## src/rtl/sertx_pkg.sv

```systemverilog
package sertx_pkg;
  // Strobes from the sequencing logic to the shifting datapath
  typedef struct packed {
    logic loadData;   // start a character frame from the holding register
    logic loadOnes;   // start an all-ones group (preamble or closing bit)
    logic loadBreak;  // start an all-zeros group of frame length
    logic shiftOut;   // advance the line by one bit
    logic longFrame;  // 9-bit character framing
  } txStrobes_t;
endpackage

```

## src/rtl/sertx_ctrl.sv

```systemverilog
module sertx_ctrl
  import sertx_pkg::*;
#(
  parameter int DATA_W = 8
) (
  input  logic       clk,
  input  logic       rstN,
  input  logic       bitTick,
  input  logic       txEnable,
  input  logic       sendBreak,
  input  logic       nineBit,
  input  logic       dataWrite,
  output txStrobes_t strobes,
  output logic       regEmpty,
  output logic       txDone
);
  localparam int SHORT_LEN = DATA_W + 2;
  localparam int LONG_LEN  = DATA_W + 3;
  localparam int CNT_W     = $clog2(LONG_LEN + 1);

  logic enReg, brkReg, preamblePend, afterBreak, busy;
  logic [CNT_W-1:0] bitsLeft, groupLast;
  logic lineFree, pick, wantPre, wantBrk, wantClose, wantData;
  logic selPre, selBrk, selClose, selData, anyLoad, finish;

  always_comb begin
    groupLast = nineBit ? CNT_W'(LONG_LEN - 1) : CNT_W'(SHORT_LEN - 1);
    lineFree  = !busy || (bitsLeft == '0);
    pick      = bitTick && lineFree;
    wantPre   = preamblePend && enReg;
    wantBrk   = enReg && brkReg;
    wantClose = afterBreak;
    wantData  = !regEmpty && (enReg || busy);
    selPre    = pick && wantPre;
    selBrk    = pick && !wantPre && wantBrk;
    selClose  = pick && !wantPre && !wantBrk && wantClose;
    selData   = pick && !wantPre && !wantBrk && !wantClose && wantData;
    anyLoad   = selPre || selBrk || selClose || selData;
    finish    = bitTick && busy && (bitsLeft == '0) && !anyLoad;
    strobes.loadData  = selData;
    strobes.loadOnes  = selPre || selClose;
    strobes.loadBreak = selBrk;
    strobes.shiftOut  = bitTick && busy && !anyLoad;
    strobes.longFrame = nineBit;
  end

  always_ff @(posedge clk or negedge rstN) begin
    if (!rstN) begin
      enReg        <= 1'b0;
      brkReg       <= 1'b0;
      preamblePend <= 1'b0;
      afterBreak   <= 1'b0;
      busy         <= 1'b0;
      bitsLeft     <= '0;
      regEmpty     <= 1'b1;
      txDone       <= 1'b1;
    end else begin
      enReg  <= txEnable;
      brkReg <= sendBreak;
      if (!enReg && txEnable)   preamblePend <= 1'b1;
      else if (!enReg || selPre) preamblePend <= 1'b0;
      if (selBrk)                 afterBreak <= 1'b1;
      else if (selClose || selPre) afterBreak <= 1'b0;
      if (anyLoad)     busy <= 1'b1;
      else if (finish) busy <= 1'b0;
      if (selClose)     bitsLeft <= '0;
      else if (anyLoad) bitsLeft <= groupLast;
      else if (bitTick && busy && bitsLeft != '0) bitsLeft <= bitsLeft - 1'b1;
      if (dataWrite)    regEmpty <= 1'b0;
      else if (selData) regEmpty <= 1'b1;
      if (dataWrite || anyLoad) txDone <= 1'b0;
      else if (finish)          txDone <= 1'b1;
    end
  end
endmodule

```

## src/rtl/sertx_datapath.sv

```systemverilog
module sertx_datapath
  import sertx_pkg::*;
#(
  parameter int DATA_W = 8
) (
  input  logic              clk,
  input  logic              rstN,
  input  logic              dataWrite,
  input  logic [DATA_W-1:0] dataIn,
  input  logic              ninthIn,
  input  txStrobes_t        strobes,
  output logic              txOut
);
  localparam int SHIFT_W = DATA_W + 3;

  logic [DATA_W-1:0]  dataReg;
  logic               ninthReg;
  logic [SHIFT_W-1:0] shiftReg, framePat, breakPat;

  always_comb begin
    framePat = {1'b1, (strobes.longFrame ? ninthReg : 1'b1), dataReg, 1'b0};
    for (int i = 0; i < SHIFT_W; i++)
      breakPat[i] = strobes.longFrame ? 1'b0 : (i == SHIFT_W - 1);
  end

  always_ff @(posedge clk or negedge rstN) begin
    if (!rstN) begin
      dataReg  <= '0;
      ninthReg <= 1'b0;
      shiftReg <= '1;
    end else begin
      if (dataWrite) begin
        dataReg  <= dataIn;
        ninthReg <= ninthIn;
      end
      if (strobes.loadData)       shiftReg <= framePat;
      else if (strobes.loadBreak) shiftReg <= breakPat;
      else if (strobes.loadOnes)  shiftReg <= '1;
      else if (strobes.shiftOut)  shiftReg <= {1'b1, shiftReg[SHIFT_W-1:1]};
    end
  end

  assign txOut = shiftReg[0];
endmodule

```

## src/rtl/serial_tx_engine.sv

```systemverilog
module serial_tx_engine
  import sertx_pkg::*;
#(
  parameter int DATA_W = 8
) (
  input  logic              clk,
  input  logic              rstN,
  input  logic              bitTick,
  input  logic              txEnable,
  input  logic              sendBreak,
  input  logic              nineBit,
  input  logic              dataWrite,
  input  logic [DATA_W-1:0] dataIn,
  input  logic              ninthIn,
  output logic              txOut,
  output logic              regEmpty,
  output logic              txDone
);
  txStrobes_t strobes;

  sertx_ctrl #(.DATA_W(DATA_W)) uCtrl (
    .clk(clk), .rstN(rstN), .bitTick(bitTick), .txEnable(txEnable),
    .sendBreak(sendBreak), .nineBit(nineBit), .dataWrite(dataWrite),
    .strobes(strobes), .regEmpty(regEmpty), .txDone(txDone)
  );

  sertx_datapath #(.DATA_W(DATA_W)) uPath (
    .clk(clk), .rstN(rstN), .dataWrite(dataWrite), .dataIn(dataIn),
    .ninthIn(ninthIn), .strobes(strobes), .txOut(txOut)
  );
endmodule

```

## config.mk

```make
export PLATFORM = sky130hd
export DESIGN_NAME = serial_tx_engine
export DESIGN_NICKNAME = d
export VERILOG_FILES = /design/src/rtl/sertx_pkg.sv /design/src/rtl/sertx_ctrl.sv /design/src/rtl/sertx_datapath.sv /design/src/rtl/serial_tx_engine.sv
export SDC_FILE = /design/constraint.sdc
export NUM_CORES = 1
export LEC_CHECK = 0
export ABC_AREA = 1
export BUFFER_PORTS_ARGS = -buffer_cell sky130_fd_sc_hd__buf_2
export CORE_MARGIN = 8
export CORE_UTILIZATION = 40
export DETAILED_ROUTE_END_ITERATION = 12
export PLACE_DENSITY = 0.54
export SYNTH_ARGS = -nofsm -noshare
export SYNTH_HDL_FRONTEND = slang
export SYNTH_HIERARCHICAL = 1
export SYNTH_SLANG_ARGS = --single-unit
```

## constraint.sdc

```tcl
create_clock -name clk -period 4.3 [get_ports clk]
set_clock_uncertainty 0.2 [all_clocks]
set_input_delay 0.215 -clock clk [delete_from_list [all_inputs] [get_ports clk]]
set_output_delay 0.215 -clock clk [all_outputs]
set_load 0.03 [all_outputs]
```

==> flow_summary.ini <==
[outcome]
status = finished, final reports clean

[detailed_routing]
drc = 0
vias = 1268
viasPerCell = 4.61
drt_wl_total_mm = 3.17
drtIter0Drc = 120
post_drt_wl_per_cell_um = 11.5
ant_nets = 0
dr.pass1.iters = 4

[die]
die_area_um2 = 6520
core_um2 = 4030
placementRows = 23
initial_core_utilization_pct = 41.6
top_level_ports = 19
die-height_um = 80.7
dieWidth_um = 80.7

[timing]
setup_viol_count_final = 0
relSlewSlack_pct = 55.2
rsz_0062_raised_after_global_routing = no
final.setup.worst_slack_ns = 1.92
final_hold_viol_count = 0
max_freq_mhz = 421
share_of_the_clock_period_used_by_the_worst_path_after_layout_pct = 55.2
finalCriticalPeriod_ns = 2.38
tightest_slew_ns = 0.672
tns_ns = 0
timing.final.max_slew_violations = 0

[layout]
areaGrowthSynthToFinish_pct = 18.5
antenna_cells = 0
drive_above_1_share_pct = 25.3
nFillCells = 390
layout.nets = 242

[cts]
clk_pin_slew_worst_paths_ns = 0.06
tritoncts = done
post_cts_buffers = 0
cts_buffer_depth = 2
ctsRootBufferMaster = sky130_fd_sc_hd__clkbuf_8
clk_latency_ns = 0.27
cts_hold_buf = 12
numCtsBuffers = 5
post_cts_resized = 0
cts_sinks = 31
ctsHtreeMaxLevel = 2

[placement]
gp_congestion = 0.808
preCtsSetupSlack_ns = 1.93
io_buffer_count = 18
detailed_place_hpwl_mm = 2.25

[setup_path]
crit_path_required_time_ns = 4.32
crit_path_start_kind = flip-flop
critical_path_peak_fanout = 22
cp-end-kind = flip-flop
worst_ep_arrival_time_ns = 2.40
criticalPathCategory = reg -> reg

[global_routing]
globalRouteMet3Util_pct = 3.20
first_global_vias = 1164
initial_antenna_violation_count = 0
grt.met2_usage_pct = 13.7
grt_pass1_wl_mm = 5.39
grt_max_degree = 32
global_route.overflow_total = 0
gr-max-usage-layer = met1
grt_usage_pct = 10.5
gr-usage-met1_pct = 15.1

[synth]
synth.yosys.seq_area_share_pct = 47.2
syn-cell-area_um2 = 1680
synthCells = 195
yosys.cell_types.count = 31
synth.yosys.warnings = 6
synth_nets = 213
syn_area_per_cell_um2 = 8.60
yosys_register_bits = 31

[run]
maxCapViolations = 0

[pwr]
power_leakage_nw = 1.03
power.ir.vdd_worst_v = 0.000280
fin_total_pwr_mw = 1.21
pwr_density_cell_nw_per_um2 = 611

[hold_path]
hold_class = in -> reg
[layout by cell type, fill, tap and decap left out, types with 2 or more instances in the layout]
master and count:
sky130_fd_sc_hd__ha_1 2, sky130_fd_sc_hd__o21ai_2 2, sky130_fd_sc_hd__inv_2 2, sky130_fd_sc_hd__clkbuf_8 7
sky130_fd_sc_hd__nor2_4 2, sky130_fd_sc_hd__inv_1 20, sky130_fd_sc_hd__nand2_1 71, sky130_fd_sc_hd__o21ai_0 2
sky130_fd_sc_hd__nand3_1 12, sky130_fd_sc_hd__o21ai_1 2, sky130_fd_sc_hd__dlygate4sd3_1 12, sky130_fd_sc_hd__mux2_1 8
sky130_fd_sc_hd__dfstp_2 13, sky130_fd_sc_hd__buf_2 18, sky130_fd_sc_hd__xor2_1 2, sky130_fd_sc_hd__dfrtp_1 18
sky130_fd_sc_hd__nor3_1 2, sky130_fd_sc_hd__nand2_2 6, sky130_fd_sc_hd__nor2_1 11
[registers in the layout, summed over array words and instances (netlist names)]
name                count
uPath/shiftReg         11
uPath/dataReg           8
uCtrl/bitsLeft          4
uCtrl/afterBreak        1
uCtrl/brkReg            1
uCtrl/busy              1
uCtrl/enReg             1
uCtrl/preamblePend      1
uCtrl/regEmpty          1
uCtrl/txDone            1
uPath/ninthReg          1
[routing by layer]
metal  up-vias  part of all wire (%)  wire [um]
li1        666                     -          -
met1       574                    52       1640
met2        23                    43       1350
met3         5                   4.2        134
met4         0                   1.2         39
met5         -                     0          0
[critical path, stage by stage (launching register included)]
cell	delay, ns
sky130_fd_sc_hd__dfrtp_1	0.42
sky130_fd_sc_hd__inv_1	0.09
sky130_fd_sc_hd__ha_1	0.18
sky130_fd_sc_hd__nand2_2	0.08
sky130_fd_sc_hd__a21oi_4	0.26
sky130_fd_sc_hd__nand4_4	0.19
sky130_fd_sc_hd__inv_1	0.35
sky130_fd_sc_hd__nor2_4	0.19
sky130_fd_sc_hd__nand2_2	0.20
sky130_fd_sc_hd__nand2_1	0.09
sky130_fd_sc_hd__nand2_1	0.06
[synthesized netlist by cell type]
library cell | instances | area (um^2)
sky130_fd_sc_hd__a21oi_1 | 1 | 5.00
sky130_fd_sc_hd__a21oi_4 | 1 | 16.3
sky130_fd_sc_hd__a31oi_2 | 1 | 12.5
sky130_fd_sc_hd__buf_2 | 2 | 10.0
sky130_fd_sc_hd__buf_4 | 4 | 30.0
sky130_fd_sc_hd__buf_6 | 2 | 22.5
sky130_fd_sc_hd__dfrtp_1 | 18 | 450
sky130_fd_sc_hd__dfstp_2 | 13 | 342
sky130_fd_sc_hd__ha_1 | 2 | 25.0
sky130_fd_sc_hd__inv_1 | 20 | 75.1
sky130_fd_sc_hd__inv_2 | 2 | 7.51
sky130_fd_sc_hd__mux2_1 | 8 | 90.1
sky130_fd_sc_hd__nand2_1 | 71 | 267
sky130_fd_sc_hd__nand2_2 | 6 | 37.5
sky130_fd_sc_hd__nand2_4 | 1 | 11.3
sky130_fd_sc_hd__nand3_1 | 12 | 60.1
sky130_fd_sc_hd__nand3_2 | 1 | 10.0
sky130_fd_sc_hd__nand3b_1 | 1 | 7.51
sky130_fd_sc_hd__nand4_1 | 1 | 6.26
sky130_fd_sc_hd__nand4_4 | 1 | 21.3
sky130_fd_sc_hd__nor2_1 | 11 | 41.3
sky130_fd_sc_hd__nor2_2 | 1 | 6.26
sky130_fd_sc_hd__nor2_4 | 2 | 22.5
sky130_fd_sc_hd__nor3_1 | 2 | 10.0
sky130_fd_sc_hd__o21ai_0 | 2 | 10.0
sky130_fd_sc_hd__o21ai_1 | 2 | 10.0
sky130_fd_sc_hd__o21ai_2 | 2 | 17.5
sky130_fd_sc_hd__o21bai_1 | 1 | 7.51
sky130_fd_sc_hd__o22ai_1 | 1 | 6.26
sky130_fd_sc_hd__o31ai_4 | 1 | 21.3
sky130_fd_sc_hd__xor2_1 | 2 | 17.5
[where the power goes]
part	internal, mW	switching (mW)	total (mW)
clock network	0.146	0.0994	0.245
registers	0.410	0.0610	0.471
logic	0.187	0.311	0.498
total	0.743	0.471	1.21
[per-stage QoR]
stage / util (%) / hold slack, ns / instances / cell area (um^2)
6_report: 49.3 / 0.0581 / 275 / 1990
5_1_grt: 49.3 / 0.0677 / 275 / 1990
4_1_cts: 49.3 / 0.0630 / 275 / 1990
3_5_place_dp: 43.9 / 0.102 / 255 / 1770
3_3_place_gp: 43.9 / 0.101 / 255 / 1770
2_1_floorplan: - / -0.281 / 195 / 1680
[path summary, 6_finish.rpt]
check,depth (start not counted),start,to,slack (ns)
setup reg to reg,10,uCtrl/bitsLeft[0],uPath/shiftReg[1],1.92
min in group asynchronous,2,rstN,uCtrl/bitsLeft[2],0.31
hold / removal,2,dataWrite,uCtrl/regEmpty,0.06
max in group asynchronous,2,rstN,uPath/dataReg[3],3.15
hold reg to reg,1,uPath/dataReg[7],uPath/dataReg[7],0.29
setup / recovery,10,uCtrl/bitsLeft[0],uPath/shiftReg[1],1.92
[kinds of logic after synthesis]
kind of cell | Yosys count | synth area share, %
and+or+nand+nor | 110 | 29.9
DFF | 31 | 47.2
buffers and inverters | 30 | 8.66
AOI/OAI and AO/OA | 12 | 6.34
muxes | 8 | 5.37
xor gates and xnor gates | 2 | 1.04
adders and majority gates | 2 | 1.49
[cell type report]
| type | instances | area (um^2) | share of cell area [%] |
|---|---|---|---|
| tap | 50 | 62.6 | 3.15 |
| multi-input combinational | 134 | 739 | 37.2 |
| clock buffer | 8 | 100 | 5.04 |
| timing repair buffer | 30 | 210 | 10.6 |
| sequential | 31 | 792 | 39.9 |
| inverter | 22 | 82.6 | 4.16 |
No activity file was read; power rests on OpenSTA's default activity.
